$ cat config.mk
export PLATFORM = sky130hd
export DESIGN_NAME = oxi_led_sequencer
export DESIGN_NICKNAME = d
export VERILOG_FILES = /design/src/rtl/oxi_seq_pkg.sv /design/src/rtl/oxi_phase_ring.sv /design/src/rtl/oxi_subslot_ctr.sv /design/src/rtl/oxi_strobe_stage.sv /design/src/rtl/oxi_led_sequencer.sv
export SDC_FILE = /design/constraint.sdc
export NUM_CORES = 1
export LEC_CHECK = 0
export CORE_MARGIN = 3
export CORE_UTILIZATION = 43
export CTS_CLUSTER_DIAMETER = 30
export CTS_CLUSTER_SIZE = 30
export DETAILED_ROUTE_END_ITERATION = 12
export GPL_ROUTABILITY_DRIVEN = 0
export HOLD_SLACK_MARGIN = 0.1
export PLACE_DENSITY = 0.8
export SLEW_MARGIN = 20
export SYNTH_ARGS = -nofsm -noshare
export SYNTH_HDL_FRONTEND = slang
export SYNTH_HIERARCHICAL = 1
export SYNTH_SLANG_ARGS = --single-unit
$ cat constraint.sdc
create_clock -name clk -period 1 [get_ports clk]
set_input_delay 0.1 -clock clk [delete_from_list [all_inputs] [get_ports clk]]
set_output_delay 0.1 -clock clk [all_outputs]
set_load 0.01 [all_outputs]
$ cat src/rtl/oxi_seq_pkg.sv
package oxi_seq_pkg;

    // Registered output word of the sequencer
    typedef struct packed {
        logic red_n;
        logic ir_n;
        logic sample_n;
        logic ground_n;
        logic frame_start;
    } strobe_t;

    localparam strobe_t STROBE_IDLE = '{red_n: 1'b1, ir_n: 1'b1, sample_n: 1'b1,
                                        ground_n: 1'b1, frame_start: 1'b0};

endpackage

$ cat src/rtl/oxi_phase_ring.sv
module oxi_phase_ring #(
    parameter int N_PHASES = 10
) (
    input  logic                clk,
    input  logic                rst,
    input  logic                phase_tick,
    output logic [N_PHASES-1:0] phase_q,
    output logic                wrap
);
    localparam logic [N_PHASES-1:0] RING_INIT = {{(N_PHASES-1){1'b0}}, 1'b1};

    typedef struct packed {
        logic [N_PHASES-1:0] ring;
    } ring_state_t;

    ring_state_t st_d, st_q;

    always_comb begin
        st_d = st_q;
        if (phase_tick) begin
            st_d.ring = {st_q.ring[N_PHASES-2:0], st_q.ring[N_PHASES-1]};
        end
    end

    always_ff @(posedge clk) begin
        if (rst) begin
            st_q.ring <= RING_INIT;
        end else begin
            st_q <= st_d;
        end
    end

    assign phase_q = st_q.ring;
    assign wrap    = phase_tick & st_q.ring[N_PHASES-1];

    // exactly one position active
    p_onehot_r2: assert property (@(posedge clk) disable iff (rst)
        $countones(phase_q) == 1);

    // position holds without a tick
    p_hold_r2: assert property (@(posedge clk) disable iff (rst)
        !phase_tick |=> $stable(phase_q));

    // last position wraps to the first
    p_wrap_r3: assert property (@(posedge clk) disable iff (rst)
        (phase_tick && phase_q[N_PHASES-1]) |=> phase_q[0]);

endmodule

$ cat src/rtl/oxi_subslot_ctr.sv
module oxi_subslot_ctr #(
    parameter int N_SLOTS = 3,
    parameter int SLOT_W  = (N_SLOTS > 1) ? $clog2(N_SLOTS) : 1
) (
    input  logic              clk,
    input  logic              rst,
    input  logic              phase_tick,
    input  logic              sub_tick,
    output logic [SLOT_W-1:0] slot_q
);
    localparam logic [SLOT_W-1:0] SLOT_LAST = SLOT_W'(N_SLOTS - 1);

    typedef struct packed {
        logic [SLOT_W-1:0] slot;
    } slot_state_t;

    slot_state_t st_d, st_q;

    always_comb begin
        st_d = st_q;
        if (phase_tick) begin
            st_d.slot = '0;
        end else if (sub_tick) begin
            st_d.slot = (st_q.slot == SLOT_LAST) ? '0 : st_q.slot + 1'b1;
        end
    end

    always_ff @(posedge clk) begin
        if (rst) begin
            st_q.slot <= '0;
        end else begin
            st_q <= st_d;
        end
    end

    assign slot_q = st_q.slot;

    // counter stays inside its range
    p_slot_range_r6: assert property (@(posedge clk) disable iff (rst)
        slot_q <= SLOT_LAST);

    // the base-rate tick realigns the sub-slot
    p_slot_clear_r6: assert property (@(posedge clk) disable iff (rst)
        phase_tick |=> (slot_q == '0));

    // no step without any tick
    p_slot_hold_r6: assert property (@(posedge clk) disable iff (rst)
        (!phase_tick && !sub_tick) |=> $stable(slot_q));

endmodule

$ cat src/rtl/oxi_strobe_stage.sv
module oxi_strobe_stage
    import oxi_seq_pkg::*;
#(
    parameter int N_PHASES    = 10,
    parameter int SLOT_W      = 2,
    parameter int RED_PHASE   = 0,
    parameter int IR_PHASE    = 5,
    parameter int GND_PHASE_A = 3,
    parameter int GND_PHASE_B = 8,
    parameter int SAMPLE_SLOT = 1
) (
    input  logic                clk,
    input  logic                rst,
    input  logic [N_PHASES-1:0] phase,
    input  logic [SLOT_W-1:0]   slot,
    input  logic                wrap,
    input  logic                cal_hold,
    output strobe_t             out_q
);
    localparam logic [N_PHASES-1:0] GND_MASK =
        (N_PHASES'(1) << GND_PHASE_A) | (N_PHASES'(1) << GND_PHASE_B);
    localparam logic [N_PHASES-1:0] LED_MASK =
        (N_PHASES'(1) << RED_PHASE) | (N_PHASES'(1) << IR_PHASE);

    strobe_t out_d;
    logic    led_on;
    logic    in_window;
    logic    gnd_phase;

    always_comb begin
        led_on    = |(phase & LED_MASK);
        in_window = (slot == SLOT_W'(SAMPLE_SLOT));
        gnd_phase = |(phase & GND_MASK);

        out_d             = STROBE_IDLE;
        out_d.red_n       = ~phase[RED_PHASE];
        out_d.ir_n        = ~phase[IR_PHASE];
        out_d.sample_n    = ~(led_on & in_window);
        out_d.ground_n    = ~(gnd_phase | cal_hold);
        out_d.frame_start = wrap;
    end

    always_ff @(posedge clk) begin
        if (rst) begin
            out_q <= STROBE_IDLE;
        end else begin
            out_q <= out_d;
        end
    end

    // override grounds the inputs at the next edge
    p_cal_ground_r8: assert property (@(posedge clk) disable iff (rst)
        cal_hold |=> !out_q.ground_n);

    // grounding positions drive the strobe
    p_gnd_phase_r7: assert property (@(posedge clk) disable iff (rst)
        gnd_phase |=> !out_q.ground_n);

    // frame pulse lasts a single clock
    p_frame_single_r3: assert property (@(posedge clk) disable iff (rst)
        out_q.frame_start |=> !out_q.frame_start);

endmodule

$ cat src/rtl/oxi_led_sequencer.sv
module oxi_led_sequencer
    import oxi_seq_pkg::*;
#(
    parameter int N_PHASES    = 10,
    parameter int N_SLOTS     = 3,
    parameter int RED_PHASE   = 0,
    parameter int IR_PHASE    = 5,
    parameter int GND_PHASE_A = 3,
    parameter int GND_PHASE_B = 8,
    parameter int SAMPLE_SLOT = 1
) (
    input  logic clk,
    input  logic rst,
    input  logic phase_tick,
    input  logic sub_tick,
    input  logic cal_hold,
    output logic red_drive_n,
    output logic ir_drive_n,
    output logic sample_n,
    output logic ground_n,
    output logic frame_start
);
    localparam int SLOT_W = (N_SLOTS > 1) ? $clog2(N_SLOTS) : 1;

    logic [N_PHASES-1:0] phase_q;
    logic [SLOT_W-1:0]   slot_q;
    logic                wrap;
    strobe_t             strobes_q;

    oxi_phase_ring #(
        .N_PHASES (N_PHASES)
    ) u_ring (
        .clk        (clk),
        .rst        (rst),
        .phase_tick (phase_tick),
        .phase_q    (phase_q),
        .wrap       (wrap)
    );

    oxi_subslot_ctr #(
        .N_SLOTS (N_SLOTS),
        .SLOT_W  (SLOT_W)
    ) u_slot (
        .clk        (clk),
        .rst        (rst),
        .phase_tick (phase_tick),
        .sub_tick   (sub_tick),
        .slot_q     (slot_q)
    );

    oxi_strobe_stage #(
        .N_PHASES    (N_PHASES),
        .SLOT_W      (SLOT_W),
        .RED_PHASE   (RED_PHASE),
        .IR_PHASE    (IR_PHASE),
        .GND_PHASE_A (GND_PHASE_A),
        .GND_PHASE_B (GND_PHASE_B),
        .SAMPLE_SLOT (SAMPLE_SLOT)
    ) u_strobe (
        .clk      (clk),
        .rst      (rst),
        .phase    (phase_q),
        .slot     (slot_q),
        .wrap     (wrap),
        .cal_hold (cal_hold),
        .out_q    (strobes_q)
    );

    assign red_drive_n = strobes_q.red_n;
    assign ir_drive_n  = strobes_q.ir_n;
    assign sample_n    = strobes_q.sample_n;
    assign ground_n    = strobes_q.ground_n;
    assign frame_start = strobes_q.frame_start;

    // the two emitters never light together
    p_led_excl_r9: assert property (@(posedge clk) disable iff (rst)
        !(!red_drive_n && !ir_drive_n));

    // sampling only inside an emitter pulse
    p_sample_inside_r9: assert property (@(posedge clk) disable iff (rst)
        !sample_n |-> (!red_drive_n || !ir_drive_n));

    // red strobe follows the ring position one edge later
    p_red_follow_r4: assert property (@(posedge clk) disable iff (rst)
        phase_q[RED_PHASE] |=> !red_drive_n);

    // reset leaves every strobe idle
    p_reset_idle_r1: assert property (@(posedge clk)
        rst |=> (red_drive_n && ir_drive_n && sample_n && ground_n && !frame_start));

endmodule

; ---- Word-level counts from Yosys, hierarchy flattened
; Index checks and enable logic that the tools add are counted.
[op_classes]
addsub = 1
n_mul = 0
div = 0
magnitude_cmp = 0
eq_ne = 2
shift = 0
mux = 1
n_bitwise = 7
n_reduce_logical = 3
[ops]
columns = cell, count
row1 = $reduce_or 2->1, 3
row2 = $not 1->1, 4
row3 = $add 2x1->2 const B, 1
row4 = $and 1x1->1, 2
row5 = $eq 2x1->1 const B, 1
row6 = $eq 2x2->1 const B, 1
row7 = $mux 2, 1
row8 = $or 1x1->1, 1
[word_totals]
reg_bits = 17
latchBits = 0
ram_bits = 0
rom_bits = 0
input_bits = 5
output_inout_bits = 5
elab_cells = 21
mem_count = 0

; ---- Depth between registers and ports, before layout
[depth]
ltp_word = 3
ltp_mapped = 3
mapped_depth_nobuf = 2

; ---- Cells and area by module
; The synthesis kept the hierarchy.
[by_module_without_submodules]
columns = module, instances, cells_per_inst, area_each_um2, seq_area_each_um2
row1 = oxi_phase_ring, 1, 33, 360.3, 200.2
row2 = oxi_strobe_stage, 1, 12, 141.4, 100.1
row3 = oxi_subslot_ctr, 1, 8, 88.8, 40.0

; ---- Worst setup path before layout
; Ideal clock, no wire load.
[synth_timing]
path_kind = register to register
start = reg u_slot/slot_q[0] (netlist name)
end = reg u_slot/slot_q[0] (netlist name)
setup_time_ns = 0.079
t_arrival_ns = 0.876
required_time_ns = 0.921
setup_slack_ns = 0.045
stages_incl_launch_ff = 3
n_path_buf = 0
synth_period_minus_slack_ns = 0.955
cell_sequence = dfxtp_1 or3b_1 a211oi_2
[synth_via]
elab_chain_len = 2
word_cells_on_any_way = 3
classes_between = 1 x add/sub / 1 x eq/ne / 1 x mux
[synth_lines]
columns = item, line_no
row1 = $add 2x1->2 or $eq 2x2->1 (tied branches), oxi_subslot_ctr.sv:24  ; st_d.slot = (st_q.slot == SLOT_LAST) ? '0 : st_q.slot + 1'b1;
row2 = $mux 2 *, oxi_subslot_ctr.sv:24
; Mark *: on every way between the ends. The rest lies on a longest branch, timed or not.
; A chain may end at the register's enable or synchronous reset.

; ---- Worst setup path in the final report
[layout_timing]
start = reg u_strobe/out_q[3] in the netlist's numbering
end = out ir_drive_n
[layout_lines]
columns = item, line_no
row1 = "start, declared", oxi_strobe_stage.sv:18  ; output strobe_t out_q
row2 = "start signal, assigned", oxi_strobe_stage.sv:47  ; out_q <= out_d;
row3 = "end, declared", oxi_led_sequencer.sv:18  ; output logic ir_drive_n,
; No word-level cell between the ends.

==> metrics.cfg <==
[run_status]
outcome=complete, no violations

[critical_path]
start_kind=flop
critPathMaxFanout=1
worstPathArrival_ns=0.86
slowest_delay_ns=0.31
slowest_stage=dfxtp_1
critPathCaptureType=output port
worstPathCellList=dlygate4sd2_1
crit_type=reg2out
path_delay_family=flip-flops
crit_required_ns=0.90
path_buf_inv=1

[floorplan]
ioPinCount=10
initial_core_util_pct=49.2
core_area_um2=1200
die_w_um=43.1
core.rowCount=12
fp.dieH_um=43.1
die_area_um2=1850

[layout]
seqCellArea_um2=342
area_growth_pct=26.9
nets=76
antenna_cells=0
postLayoutCellArea_um2=749
final_layout_size_suffix_gt1_share_pct=21.4
fill_cells=112
multiInputGateArea_um2=230

[synthesis]
avgSynthCellArea_um2=11.1
ys_seq_elements=17
syn-num-nets=58
synth.cell_area_um2=591
yosysSeqAreaShare_pct=57.6
syn_inst=53
yosysUniqueCellTypes=17
ys_warn_count=6

[sta]
hold_viol=0
fmax_mhz=1040
maxSlewViolCount=0
worstMarginPinSlew_ns=0.333
timing.final.crit_share_pct=96.4
finalCriticalPeriod_ns=0.964
slew_headroom_pct=77.7
layout_setup_ws_ns=0.0359
finClkSkew_ns=0.00326
rsz0062_at_grt=false
worst_hold_slack_ns=0.446
setup_violations=0

[clocking]
clock_latency_ns=0.29
postCtsSetupRepairBufs=0
cts_tree=yes
cts_root_buffer=clkbuf_4
cts.sinks=17
cts_buffers=3
cts_hold_buf=0
clock_path_buffers=2
clk_pin_slew_worst_paths_ns=0.10
htree_levels=1

[drt]
wire_per_inst_um=11.5
wirelength_um=963
ant_nets=0
drc=0
viasPerCell=4.71
drtIter0Drc=4
dr_total_vias=396
drt-pass1-iter-count=4

[power_and_ir_drop]
clkPwrFrac_pct=31.1
p_sw_uw=264
ir_worst_vdd_uv=970
power.leakage_nw=0.323
power_density_nw_per_um2=1560
switching_share_pct=22.7
intPower_uw=901
p_seq_share_pct=60.4
comb_power_share_pct=8.5

[global_route]
use_met2_pct=18.0
grt_pass1_wl_mm=1.59
use_met1_pct=15.0
grt_most_used_layer=met2
grt.met3_usage_pct=2.97
grt_max_degree=11
grt_usage_pct=12.2
grt_pass1_vias=379
antenna_found_initial=0
grt.overflow.total=0

[place]
dpl_worst_slack_ns=-0.258
place_hpwl_um=703
placed_area_um2=727
io_buffers=9

[hold_path]
min_path_type=reg2reg

[job]
cap_viol_max_count=0

worst register-to-register path, delay by kind of cell (launching register included):
family          cells  cell delay [ns]
simple gates        1             0.36
flops               1             0.34
compound gates      1             0.17
cells in the mapped netlist:
library cell	instances	area share (%)
a211o_1	1	1.5
a211oi_1	1	1.3
a211oi_2	1	2.1
and2_2	1	1.3
buf_6	1	1.9
clkbuf_2	1	0.85
dfxtp_1	17	58
inv_2	1	0.63
mux2i_1	9	15
nand2b_1	4	4.2
nand3b_1	1	1.3
nor2_1	10	6.4
nor2b_1	1	1.1
nor3_1	1	0.85
o211ai_1	1	1.3
or2_1	1	1.1
or3b_1	1	1.5
cell type report:
| cell class | count | share of cell area [%] |
|---|---|---|
| Sequential cell | 17 | 45.6 |
| Multi-Input combinational cell | 33 | 30.7 |
| Timing Repair Buffer | 15 | 17.2 |
| Clock buffer | 3 | 3.01 |
| Tap cell | 14 | 2.34 |
| Clock inverter | 1 | 0.668 |
| Inverter | 1 | 0.501 |
placed cells by master, fill, tap and decap left out:
cell and n:
inv_2 1, clkdlybuf4s15_1 3, clkbuf_4 3, nor2b_1 1, clkdlybuf4s50_1 4, nor2_1 10, clkbuf_2 1, and2_2 1
a211oi_1 1, clkinv_2 1, or3b_1 1, or2_1 1, nor3_1 1, nand3b_1 1, dfxtp_2 1, buf_4 6
dfxtp_1 16, mux2i_1 9, a211oi_2 1, dlygate4sd2_1 1, a211o_1 1, nand2b_1 4, o211ai_1 1
cells by family (layout without fill, tap and decap cells):
group / Yosys count / in the layout / synth area share [%]
muxes: 9 / 9 / 15.3
buffers and inverters: 3 / 20 / 3.39
and+or+nand+nor: 20 / 20 / 17.6
DFF: 17 / 17 / 57.6
AOI/OAI and AO/OA: 4 / 4 / 6.14
through the flow:
step	power (mW)	setup TNS (ns)	utilization, %	instances
floorplan	0.769	0	-	53
global placement	0.821	-1.86	60.5	80
detailed placement	0.823	-1.80	60.5	80
CTS	1.18	0	62.3	84
global route	1.22	0	62.4	84
finish	1.17	0	62.4	84
power groups by stage:
stage               logic (mW)  registers (mW)  clock network (mW)
floorplan               0.0475           0.721                   0
global placement         0.102           0.719                   0
detailed placement       0.103           0.720                   0
CTS                     0.0992           0.704               0.374
global route             0.109           0.706               0.401
finish                  0.0996           0.704               0.362
metal layers:
metal  vias up  part of all wire (%)
met1       168                    53
li1        212                     -
met3         4                   7.0
met5         -                     0
met4         0                   2.6
met2        12                    37
worst paths after layout:
path                     startpoint  cells after the start  slack, ns                 to
setup / recovery  u_strobe/out_q[3]                      1       0.04         ir_drive_n
hold / removal    u_ring/phase_q[0]                      1       0.45  u_strobe/out_q[4]
setup reg to reg   u_slot/slot_q[1]                      2       0.06   u_slot/slot_q[0]
hold reg to reg   u_ring/phase_q[0]                      1       0.45  u_strobe/out_q[4]
state kept, by name (all words and copies together) (netlist names):
signal	count
u_ring/phase_q	10
u_strobe/out_q	5
u_slot/slot_q	2
repair_timing:
item	CTS	global route
pin swaps	0	1
resized for setup	5	6
endpoints found under the setup margin	5	5
Power figures use the tool's default switching activity.
